### src/rtl/sb_pkg.sv
package sb_pkg;

  // Stall causes found in one operand-fetch check.
  typedef struct packed {
    logic src_pending;
    logic dst_pending;
  } sb_haz_t;

  function automatic logic sb_any_haz(input sb_haz_t h);
    return h.src_pending | h.dst_pending;
  endfunction

endpackage

### src/rtl/sb_rst_sync.sv
module sb_rst_sync (
  input  logic clk,
  input  logic arst_n,
  output logic rst_n_o
);

  logic [1:0] sync_q;

  always_ff @(posedge clk or negedge arst_n) begin
    if (!arst_n) sync_q <= 2'b00;
    else         sync_q <= {sync_q[0], 1'b1};
  end

  assign rst_n_o = sync_q[1];

endmodule

### src/rtl/sb_id_decode.sv
module sb_id_decode #(
  parameter int NUM_REGS = 32,
  parameter int ID_W     = 5
) (
  input  logic                en,
  input  logic [ID_W-1:0]     id,
  output logic [NUM_REGS-1:0] onehot
);

  for (genvar g = 0; g < NUM_REGS; g++) begin : g_dec
    assign onehot[g] = en && (id == ID_W'(g));
  end

endmodule

### src/rtl/sb_hazard_check.sv
module sb_hazard_check
  import sb_pkg::*;
#(
  parameter int NUM_REGS = 32,
  parameter int NUM_SRC  = 2,
  parameter int ID_W     = 5
) (
  input  logic [NUM_REGS-1:0]     ready_eff,
  input  logic [NUM_SRC-1:0]      src_use,
  input  logic [NUM_SRC*ID_W-1:0] src_id,
  input  logic                    dst_use,
  input  logic [ID_W-1:0]         dst_id,
  output sb_haz_t                 haz
);

  logic [NUM_SRC-1:0] src_busy;

  for (genvar k = 0; k < NUM_SRC; k++) begin : g_src
    logic [ID_W-1:0] sid;
    assign sid         = src_id[k*ID_W +: ID_W];
    assign src_busy[k] = src_use[k] && !ready_eff[sid];
  end

  always_comb begin
    haz.src_pending = |src_busy;
    haz.dst_pending = dst_use && !ready_eff[dst_id];
  end

endmodule

### src/rtl/sb_valid_bits.sv
module sb_valid_bits #(
  parameter int NUM_REGS = 32
) (
  input  logic                clk,
  input  logic                rst_n,
  input  logic [NUM_REGS-1:0] set_vec,
  input  logic [NUM_REGS-1:0] clr_vec,
  output logic [NUM_REGS-1:0] ready
);

  for (genvar g = 0; g < NUM_REGS; g++) begin : g_bit
    logic en_d;
    logic val_d;
    logic val_q;

    // A clear from a newly issued writer wins over a same-cycle write-back.
    always_comb begin
      en_d  = set_vec[g] | clr_vec[g];
      val_d = ~clr_vec[g];
    end

    always_ff @(posedge clk or negedge rst_n) begin
      if (!rst_n)    val_q <= 1'b1;
      else if (en_d) val_q <= val_d;
    end

    assign ready[g] = val_q;
  end

endmodule

### src/rtl/regval_scoreboard.sv
module regval_scoreboard
  import sb_pkg::*;
#(
  parameter  int NUM_REGS = 32,
  parameter  int NUM_SRC  = 2,
  localparam int ID_W     = $clog2(NUM_REGS)
) (
  input  logic                    clk,
  input  logic                    arst_n,
  input  logic                    iss_req,
  input  logic [NUM_SRC-1:0]      iss_src_use,
  input  logic [NUM_SRC*ID_W-1:0] iss_src_id,
  input  logic                    iss_dst_use,
  input  logic [ID_W-1:0]         iss_dst_id,
  input  logic                    wb_en,
  input  logic [ID_W-1:0]         wb_id,
  output logic                    iss_go,
  output logic                    iss_stall,
  output logic [NUM_REGS-1:0]     ready_o
);

  logic                rst_q_n;
  logic [NUM_REGS-1:0] wb_vec;
  logic [NUM_REGS-1:0] clr_vec;
  logic [NUM_REGS-1:0] ready_eff;
  sb_haz_t             haz;
  logic                go_d;

  sb_rst_sync u_rst (
    .clk     (clk),
    .arst_n  (arst_n),
    .rst_n_o (rst_q_n)
  );

  sb_id_decode #(.NUM_REGS(NUM_REGS), .ID_W(ID_W)) u_wb_dec (
    .en     (wb_en),
    .id     (wb_id),
    .onehot (wb_vec)
  );

  // A write-back landing this cycle already counts as ready for the check.
  assign ready_eff = ready_o | wb_vec;

  sb_hazard_check #(.NUM_REGS(NUM_REGS), .NUM_SRC(NUM_SRC), .ID_W(ID_W)) u_haz (
    .ready_eff (ready_eff),
    .src_use   (iss_src_use),
    .src_id    (iss_src_id),
    .dst_use   (iss_dst_use),
    .dst_id    (iss_dst_id),
    .haz       (haz)
  );

  always_comb begin
    iss_stall = iss_req && sb_any_haz(haz);
    go_d      = iss_req && !sb_any_haz(haz);
  end

  assign iss_go = go_d;

  sb_id_decode #(.NUM_REGS(NUM_REGS), .ID_W(ID_W)) u_clr_dec (
    .en     (go_d && iss_dst_use),
    .id     (iss_dst_id),
    .onehot (clr_vec)
  );

  sb_valid_bits #(.NUM_REGS(NUM_REGS)) u_bits (
    .clk     (clk),
    .rst_n   (rst_q_n),
    .set_vec (wb_vec),
    .clr_vec (clr_vec),
    .ready   (ready_o)
  );

endmodule

### config.mk
export PLATFORM = sky130hd
export DESIGN_NAME = regval_scoreboard
export DESIGN_NICKNAME = d
export VERILOG_FILES = /design/src/rtl/sb_pkg.sv /design/src/rtl/sb_rst_sync.sv /design/src/rtl/sb_id_decode.sv /design/src/rtl/sb_hazard_check.sv /design/src/rtl/sb_valid_bits.sv /design/src/rtl/regval_scoreboard.sv
export SDC_FILE = /design/constraint.sdc
export NUM_CORES = 1
export LEC_CHECK = 0
export BUFFER_PORTS_ARGS = -buffer_cell sky130_fd_sc_hd__buf_4
export CAP_MARGIN = 20
export CORE_MARGIN = 5
export CORE_UTILIZATION = 55
export CTS_BUF_LIST = sky130_fd_sc_hd__clkbuf_4 sky130_fd_sc_hd__clkbuf_8
export DETAILED_ROUTE_END_ITERATION = 12
export PLACE_DENSITY_LB_ADDON = 0.3
export SETUP_SLACK_MARGIN = 0.2
export SYNTH_ARGS = -nofsm -noshare
export SYNTH_HDL_FRONTEND = slang
export SYNTH_SLANG_ARGS = --single-unit
### constraint.sdc
create_clock -name clk -period 4.37 [get_ports clk]
set_input_delay 0.874 -clock clk [delete_from_list [all_inputs] [get_ports clk]]
set_output_delay 0.874 -clock clk [all_outputs]
set_load 0.02 [all_outputs]
==> metrics.md, run 1 <==
| Metric | Value |
|---|---|
| Outcome | completed |
| Cell taking the most area after synthesis | dfstp_2 |
| GP Congestion | around 0.95 |
| Synth cell types | 68 |
| Setup TNS | 0 ns |
| Starting density of the core | between 50% and 60% |
| DP Cell Count | 459 |
| Nets | roughly 420 |
| DP Wirelength | 7590 um |
| Detail Route Antenna Nets | 0 |
| Via count | around 3,300 |
| Slew @ Worst Pin | ~0.63 ns |
| Total gr overflow | 0 |
| CTS max path bufs | 2 |
| Final Cycle Share | around 91% |
| Mapped Area | 3310 sq um |
| Avg Cell Area, Syn | about 9 sq um |
| Min cycle time layout | between 3 and 4 ns |
| GRT Total Usage | around 28% |
| Routed WL | roughly 10,000 um |
| Root Buffer | clkbuf_8 |
| Postcts setup bufs | 0 |
| Top cells by area, synth | dfstp_2, buf_4, mux2i_1 |
| Global-route wire length before repair | 16,300 um |
| Setup crit start kind | primary input |
| # rows | 28 |
| Top FF cell, synth | dfstp_2 |
| Initial DRC Count | 438 |
| CP Capture Type | output pin |
| Share of cells above drive strength 1 | roughly 33% |
| Vias in the first global route | approximately 3,200 |
| Largest net degree at the start of global routing | 33 |
| Layout area overhead | 9.44% |
| Setup crit start | wb_id[3] |
| Yosys reg bits | 34 |
| DRT Pass-1 Iters | 5 |
| RSZ-0062 raised after global routing | false |
| Post-synth top area share | between 20 and 30% |
| IO Count | between 60 and 70 |
| Worst R2R Start | u_bits.g_bit[5].val_q$_DFFE_PN1P_ |
| Peak supply drop | roughly 0.31 mV |
| Total CTS buffers | 5 |
| Finished Layout Cells | between 400 and 500 |
| Worst-path clk slew | approximately 0.07 ns |
| Antenna violations before repair | 0 |
| Fin. max-slew vios | 0 |
| Setup CP Type | primary input to output pin |
| PortBufs | 60 |
| Relative slew slack | 57.2% |
| Register area share after synthesis | 26.9% |
| Final Skew | approximately 0.0064 ns |
| Reg-to-Reg End | u_bits.g_bit[4].val_q$_DFFE_PN1P_ |
| Synth top cells by count | a21oi_1, buf_4, dfstp_2, a31oi_1, mux2i_1 |
| Core ar. | 5890 sq um |
| Ys Warns | 0 |
| Clk Latency, worst-skew pair | between 0.2 and 0.3 ns |
| Avg WL per Cell | 22.3 um |
| Leak Pwr | around 0.0015 uW |
| Residual DRC count | 0 |
| Arrival time worst endpoint | between 3 and 4 ns |
| Die Ht | 87.6 um |
| Crit Path Max Fanout | 10 |
| Die area | between 7000 and 8000 sq um |
| H-tree Lvls | 2 |
| Hold slack | approximately 0.35 ns |
| FF-to-FF path depth | 9 |
| FFs w/ async S/R, synth | between 90% and 100% |
| Hold-fix buffers, CTS | 0 |
| Die width | 87.6 um |
| Final hold violations | 0 |
| Post-CTS Resized | 0 |
| Max Fclk | between 200 and 300 MHz |
| CP endpoint | iss_go |
| Diodes inserted | 0 |
| Max Cap Viol | 0 |
| CTS tree | built |
| CTS sink cnt | 34 |
| Syn Nets | slightly above 400 |
| Number of flops mapped to enable cells by yosys | 0 |
| FF-to-FF setup slack | around 1.9 ns |
| Critical Path RT | roughly 3.5 ns |
| Pwr/cell area | approximately 390 nW/um^2 |
| Most frequent cell after synthesis | a21oi_1 |
| Final Setup Violations | 0 |
| Gate Count Post-Synth | approximately 380 |
| Hold Path Class | primary input to async pin |
| Routed vias/inst | 6.97 |
[flip-flops by register name, indices dropped and copies added (netlist names)]
name	flops
u_rst.sync_q	2
u_bits.g_bit.val_q	32
[worst min path at each step]
stage	start	endpoint	slack, ns
after floorplan	u_rst.sync_q[0]$_DFF_PN0_	u_rst.sync_q[1]$_DFF_PN0_	0.33
after global placement	u_rst.sync_q[0]$_DFF_PN0_	u_rst.sync_q[1]$_DFF_PN0_	0.34
after detailed placement	u_rst.sync_q[0]$_DFF_PN0_	u_rst.sync_q[1]$_DFF_PN0_	0.34
after CTS	arst_n	u_rst.sync_q[0]$_DFF_PN0_	0.34
after global routing	arst_n	u_rst.sync_q[0]$_DFF_PN0_	0.34
final	arst_n	u_rst.sync_q[0]$_DFF_PN0_	0.35
[layer usage]
metal  up-vias  share of wire [%]  wire [um]  track usage (%)
met4         0                4.2        434             14.1
met5         -                  0          0                0
li1       1447                  -          -                -
met2       210                 45       4650             41.0
met1      1556                 41       4300             37.5
met3        44                9.9       1030             6.40
[worst max-delay path, stage by stage]
cell,delay [ns]
buf_4,0.14
nand4b_1,0.26
o311ai_0,0.48
a21oi_1,0.15
a221oi_2,0.27
a221oi_2,0.15
or4b_1,0.51
nor2_1,0.11
buf_4,0.15
[report_power, final]
group	internal (uW)	total (uW)	switching (uW)	leakage, uW
Clock	133	245	111	0.0000517
Sequential	446	561	115	0.000360
Combinational	266	614	348	0.00105
Total	845	1420	575	0.00146
[area by class of cell]
cell class                      instances  area (sq um)
Fill cell                             520          2260
Multi-Input combinational cell        267          1950
Sequential cell                        34           891
Timing Repair Buffer                   75           563
Tap cell                               75          93.8
Clock buffer                            7          90.1
Inverter                                8          30.0
Clock inverter                          1          5.00
[logic make-up after synthesis]
logic type / after synthesis / share of synthesized area, %
other: 1 / 0.113
AOI/OAI and AO/OA: 130 / 26.5
muxes: 39 / 12.9
xor gates and xnor gates: 7 / 2.30
and+or+nand+nor: 90 / 17.1
DFF: 34 / 26.9
buffers and inverters: 77 / 14.2
[metrics by stage]
| step | total power, uW | area [sq um] | worst slack, ns | utilization (%) |
|---|---|---|---|---|
| global route | 1500 | 3620 | 0.215 | 61.6 |
| global placement | 1160 | 3530 | 0.426 | 60.0 |
| CTS | 1410 | 3620 | 0.429 | 61.6 |
| detailed placement | 1170 | 3530 | 0.437 | 60.0 |
| finish | 1420 | 3620 | 0.402 | 61.6 |
| floorplan | 1010 | 3310 | 0.554 | - |
[placed cells by master, fill, tap and decap left out, types with 4 or more instances in the layout]
| master | instances |
|---|---|
| mux2i_1 | 27 |
| a22oi_1 | 4 |
| o22ai_1 | 6 |
| dfstp_2 | 32 |
| and2_1 | 4 |
| clkbuf_8 | 6 |
| mux2_1 | 8 |
| nand3_1 | 16 |
| nand2_1 | 14 |
| and3_1 | 5 |
| inv_1 | 7 |
| nor2_1 | 10 |
| buf_4 | 75 |
| a31oi_1 | 27 |
| nor3_1 | 6 |
| a311oi_1 | 6 |
| a21oi_1 | 49 |
| nor2b_1 | 11 |
No activity file was read; power rests on OpenSTA's default activity.
==> run 2: changes to the inputs <==
--- a/config.mk
+++ b/config.mk
@@ -9,7 +9,7 @@
 export CAP_MARGIN = 20
 export CORE_MARGIN = 5
 export CORE_UTILIZATION = 55
-export CTS_BUF_LIST = sky130_fd_sc_hd__clkbuf_4 sky130_fd_sc_hd__clkbuf_8
+export CTS_BUF_LIST = sky130_fd_sc_hd__clkbuf_8
 export DETAILED_ROUTE_END_ITERATION = 12
 export PLACE_DENSITY_LB_ADDON = 0.3
 export SETUP_SLACK_MARGIN = 0.2
==> run 2 against run 1 <==
Against the previous run:
- clock skew barely moved
- clock-buffer cell count fell by 1
- global-route usage is 0.059 points lower
- non-clock buffer count unchanged
- critical path depth did not move
- critical endpoint unchanged
- largest cell class unchanged
- largest power group unchanged
==> metrics.md, run 2 (synthesized netlist as in run 1, its figures left out) <==
| Metric | Value |
|---|---|
| Global-route wire length before repair | 16,300 um (-0.13%) |
| Worst-path clk slew | 0.07 ns (about the same) |
| Max Fclk | 252 MHz (about the same) |
| Layout area overhead | 9.33% |
| DRT Pass-1 Iters | 5 (unchanged) |
| Area of the multi-input gates | 1950 sq um (unchanged) |
| Fin. max-slew vios | 0 (unchanged) |
| CTS max path bufs | 2 (unchanged) |
| CTS sink cnt | 34 (unchanged) |
| Vias in the first global route | 3,175 (-0.22%) |
| Pwr/cell area | 390 nW/um^2 (-0.50%) |
| Avg WL per Cell | 22.0 um (-1.3%) |
| PortBufs | 60 (unchanged) |
| Sw Pwr | 575 uW (about the same) |
| Final hold violations | 0 (unchanged) |
| H-tree Lvls | 2 (unchanged) |
| RSZ-0062 raised after global routing | false |
| Routed WL | 10,300 um (-1.3%) |
| Clk Latency, worst-skew pair | 0.29 ns (about the same) |
| Diodes inserted | 0 (unchanged) |
| Hold Path Class | primary input to async pin |
| Postcts setup bufs | 0 (unchanged) |
| Slew @ Worst Pin | 0.623 ns (-0.00294 ns) |
| Cell-internal power | 836 uW (-1.0%) |
| Peak supply drop | 0.310 mV (about the same) |
| Comb power frac | 43.5% (+0.3 points) |
| Nets | 418 (unchanged) |
| Largest Register | u_bits.g_bit.val_q |
| Leak Pwr | 0.00146 uW (about the same) |
| IO Count | 61 (unchanged) |
| Antenna violations before repair | 0 (unchanged) |
| Final Setup Violations | 0 (unchanged) |
| Total power draw | 1410 uW (-0.60%) |
| Initial DRC Count | 427 (-2.5%) |
| Setup TNS | 0 ns (unchanged) |
| # rows | 28 (unchanged) |
| Outcome | completed |
| Critical Path RT | 3.50 ns (about the same) |
| Die width | 87.6 um (unchanged) |
| Setup crit start kind | primary input |
| DP Cell Count | 459 (unchanged) |
| Via count | 3,267 (+0.31%) |
| Commonest cells after routing, fill and taps aside | buf_4, a21oi_1, dfstp_2 |
| Max Cap Viol | 0 (unchanged) |
| DP Wirelength | 7590 um (unchanged) |
| Largest net degree at the start of global routing | 33 (unchanged) |
| Min cycle time layout | 3.97 ns (-0.00162 ns) |
| GP Congestion | 0.945 (unchanged) |
| Sequential power share | 39.8% (+0.3 points) |
| Arrival time worst endpoint | 3.09 ns (about the same) |
| Commonest non-fill, non-tap cell in the layout | buf_4 |
| Die Ht | 87.6 um (unchanged) |
| Finished Layout Cells | 467 (unchanged) |
| GRT Total Usage | 27.6% (-0.059 points) |
| Residual DRC count | 0 (unchanged) |
| Fill cells | 520 (unchanged) |
| Setup CP Type | primary input to output pin |
| Share of cells above drive strength 1 | 33.2% (-0.26 points) |
| Relative slew slack | 57.4% (+0.20 points) |
| CTS tree | built |
| Die area | 7670 sq um (unchanged) |
| FF-to-FF setup slack | 1.91 ns (+0.02 ns) |
| Top flop regs | u_bits.g_bit.val_q: 32 flops, u_rst.sync_q: 2 flops |
| Final Skew | 0.00614 ns (-0.000216 ns) |
| Starting density of the core | 56.3% (unchanged) |
| Final Cycle Share | 90.8% (about the same) |
| Crit Path Max Fanout | 25 (+15) |
| Max FFs per register | 32 (unchanged) |
| Routed vias/inst | 7.00 (+0.31%) |
| Switching fraction of total power | 40.8% (+0.25 points) |
| Detail Route Antenna Nets | 0 (unchanged) |
| Clock network fraction of design power | 16.7% (-0.5 points) |
| Total CTS buffers | 5 (unchanged) |
| CP Capture Type | output pin |
| Total gr overflow | 0 (unchanged) |
| Post-CTS Resized | 0 (unchanged) |
| Register area | 891 sq um (unchanged) |
| Core ar. | 5890 sq um (unchanged) |
| Root Buffer | clkbuf_8 |
| Hold-fix buffers, CTS | 0 (unchanged) |
-- run 2: power groups by stage --
stage	registers (uW)	logic (uW)	clock network [uW]
2_1_floorplan	511	498	0
3_5_place_dp	559	606	0
3_3_place_gp	558	605	0
5_1_grt	574	659	259
6_report	561	614	236
4_1_cts	555	610	241
-- run 2: cell type report --
type,instances,share of cell area (%)
clock buffer,6,2.28
inverter,8,0.829
sequential,34,24.6
timing repair buffer,75,15.5
tap,75,2.59
multi-input combinational,267,53.9
clock inverter,2,0.242
-- run 2: critical path, cell delays in order --
cell and delay [ns]:
buf_4 0.27, inv_2 0.20, o311ai_0 0.35, a21oi_1 0.13, nor4_1 0.34, a221oi_2 0.15
or4b_1 0.51, nor2_1 0.11, buf_4 0.15
-- run 2: final timing paths --
path,startpoint,endpoint,cells past startpoint
max,wb_id[1],iss_go,9
min,arst_n,u_rst.sync_q[0]$_DFF_PN0_,1
max reg2reg,u_bits.g_bit[5].val_q$_DFFE_PN1P_,u_bits.g_bit[4].val_q$_DFFE_PN1P_,9
min reg2reg,u_rst.sync_q[0]$_DFF_PN0_,u_rst.sync_q[1]$_DFF_PN0_,0
max in group asynchronous,u_rst.sync_q[1]$_DFF_PN0_,u_bits.g_bit[11].val_q$_DFFE_PN1P_,1
min in group clk,u_rst.sync_q[0]$_DFF_PN0_,u_rst.sync_q[1]$_DFF_PN0_,0
-- run 2: per-layer routing --
metal	GRT usage, %	wire (um)	vias to the layer above
met5	0	0	-
met4	14.1	397	0
met3	6.40	1110	38
met2	40.8	4610	226
met1	37.6	4160	1558
li1	-	-	1445
-- run 2: per-stage QoR --
stage          hold WS, ns  cell area (sq um)  setup slack (ns)  util (%)
6_report             0.350               3620             0.404      61.5
5_1_grt              0.338               3620             0.215      61.5
4_1_cts              0.345               3620             0.429      61.5
3_5_place_dp         0.339               3530             0.437      60.0
3_3_place_gp         0.335               3530             0.426      60.0
2_1_floorplan        0.331               3310             0.554         -
==> run 3: changes to the inputs <==
--- a/config.mk
+++ b/config.mk
@@ -8,7 +8,7 @@
 export BUFFER_PORTS_ARGS = -buffer_cell sky130_fd_sc_hd__buf_4
 export CAP_MARGIN = 20
 export CORE_MARGIN = 5
-export CORE_UTILIZATION = 55
+export CORE_UTILIZATION = 40
 export CTS_BUF_LIST = sky130_fd_sc_hd__clkbuf_8
 export DETAILED_ROUTE_END_ITERATION = 12
 export PLACE_DENSITY_LB_ADDON = 0.3
==> run 3 against run 2 <==
Against the previous run:
- total power is 1.3% higher
- flip-flop and latch count did not move
- clock power increased by 5%
- critical endpoint unchanged
- design area rose by 1.3%
==> metrics.md, run 3 (synthesized netlist as in run 1, its figures left out) <==
| Metric | Value |
|---|---|
| Final Setup Violations | 0 (unchanged) |
| Peak supply drop | 0.163 mV (-48%) |
| Max Cap Viol | 0 (unchanged) |
| Postcts setup bufs | 0 (unchanged) |
| Max FFs per register | 32 (unchanged) |
| Initial DRC Count | 325 (-24%) |
| Via count | 3,267 (unchanged) |
| CTS sink cnt | 34 (unchanged) |
| Critical Path RT | 3.50 ns (about the same) |
| DRT Pass-1 Iters | 5 (unchanged) |
| Clk Latency, worst-skew pair | 0.29 ns (about the same) |
| DP Wirelength | 8050 um (+6.1%) |
| Core ar. | 8130 sq um (+38%) |
| Arrival time worst endpoint | 3.12 ns (+0.03 ns) |
| CP Capture Type | output pin |
| Min cycle time layout | 3.99 ns (+0.0284 ns) |
| Hold Path Class | primary input to async pin |
| Setup CP Type | primary input to output pin |
| Detail Route Antenna Nets | 0 (unchanged) |
| Crit Path Max Fanout | 25 (unchanged) |
| Avg WL per Cell | 21.6 um (-1.8%) |
| H-tree Lvls | 2 (unchanged) |
| Die area | 10,200 sq um (+33%) |
| Residual DRC count | 0 (unchanged) |
| Routed vias/inst | 6.57 (-6.0%) |
| Final Skew | 0.0118 ns (+0.00565 ns) |
| Fill cells | 804 (+55%) |
| Relative slew slack | 55.8% (-1.6 points) |
| Total gr overflow | 0 (unchanged) |
| Die Ht | 101 um (+15%) |
| Final Cycle Share | 91.4% (+0.65 points) |
| PortBufs | 60 (unchanged) |
| Nets | 418 (unchanged) |
| Leak Pwr | 0.00146 uW (-0.24%) |
| Diodes inserted | 0 (unchanged) |
| CTS max path bufs | 2 (unchanged) |
| Worst-path clk slew | 0.07 ns (about the same) |
| Setup crit start kind | primary input |
| Routed WL | 10,700 um (+4.5%) |
| Post-CTS Resized | 0 (unchanged) |
| Hold-fix buffers, CTS | 0 (unchanged) |
| GP Congestion | 0.944 (-0.19%) |
| Total CTS buffers | 5 (unchanged) |
| GRT Total Usage | 20.7% (-6.9 points) |
| RSZ-0062 raised after global routing | false |
| Outcome | completed |
| Root Buffer | clkbuf_8 |
| CTS tree | built |
| Largest net degree at the start of global routing | 33 (unchanged) |
| IO Count | 61 (unchanged) |
| Antenna violations before repair | 0 (unchanged) |
| Largest Register | u_bits.g_bit.val_q |
| Final hold violations | 0 (unchanged) |
| Share of cells above drive strength 1 | 33.7% (+0.51 points) |
| Max Fclk | 250 MHz (-0.71%) |
| Starting density of the core | 40.7% (-16 points) |
| Die width | 101 um (+15%) |
| Pwr/cell area | 390 nW/um^2 (about the same) |
| Global-route wire length before repair | 16,600 um (+2.0%) |
| # rows | 33 (+18%) |
| Commonest non-fill, non-tap cell in the layout | buf_4 |
| Setup TNS | 0 ns (unchanged) |
| Total power draw | 1430 uW (+1.3%) |
| Slew @ Worst Pin | 0.663 ns (+0.0394 ns) |
| Fin. max-slew vios | 0 (unchanged) |
| Layout area overhead | 10.8% |
| Vias in the first global route | 3,006 (-5.3%) |
| Commonest cells after routing, fill and taps aside | buf_4, a21oi_1, dfstp_2 |
| Top flop regs | u_bits.g_bit.val_q: 32 flops, u_rst.sync_q: 2 flops |
[run 3: cell type report]
type	instances	area (sq um)	area share (%)
Timing Repair Buffer	75	563	15.3
Clock buffer	6	82.6	2.25
Inverter	8	30.0	0.819
Clock inverter	2	12.5	0.341
Sequential cell	34	891	24.3
Tap cell	105	131	3.58
Multi-Input combinational cell	267	1960	53.4
[run 3: worst max-delay path: stages]
cell and delay (ns):
buf_4 0.26, inv_2 0.19, o311ai_1 0.38, a21oi_1 0.14
nor4_2 0.30, a221oi_2 0.17, or4b_1 0.53, nor2_1 0.11
buf_4 0.15
[run 3: final timing paths]
kind | startpoint | endpoint | slack (ns) | cells after the start
min in group clk | u_rst.sync_q[0]$_DFF_PN0_ | u_rst.sync_q[1]$_DFF_PN0_ | 0.35 | 0
worst max-delay path | wb_id[1] | iss_go | 0.38 | 9
worst max register to register | u_bits.g_bit[6].val_q$_DFFE_PN1P_ | u_bits.g_bit[17].val_q$_DFFE_PN1P_ | 1.80 | 10
max in group asynchronous | u_rst.sync_q[1]$_DFF_PN0_ | u_bits.g_bit[11].val_q$_DFFE_PN1P_ | 3.78 | 1
worst min-delay path | arst_n | u_rst.sync_q[0]$_DFF_PN0_ | 0.35 | 1
worst min register to register | u_rst.sync_q[0]$_DFF_PN0_ | u_rst.sync_q[1]$_DFF_PN0_ | 0.35 | 0
[run 3: layer usage]
metal / vias to the layer above / wire length (um) / GRT usage (%)
met4: 0 / 265 / 6.75
met2: 217 / 5020 / 32.8
met5: - / 0 / 0
met1: 1579 / 4430 / 29.2
met3: 30 / 1030 / 2.35
li1: 1441 / - / -
[run 3: report_power, final]
group	switching, uW	internal [uW]
clock network	121	127
registers	117	446
logic	352	266
[run 3: stage by stage]
stage	cell area, sq um	util (%)	hold slack (ns)	setup slack [ns]	cells
after floorplan	3310	-	0.331	0.554	378
after global placement	3570	43.9	0.335	0.405	489
after detailed placement	3570	43.9	0.339	0.394	489
after CTS	3660	45.0	0.349	0.379	497
after global routing	3670	45.1	0.340	0.196	497
final	3670	45.1	0.351	0.375	497
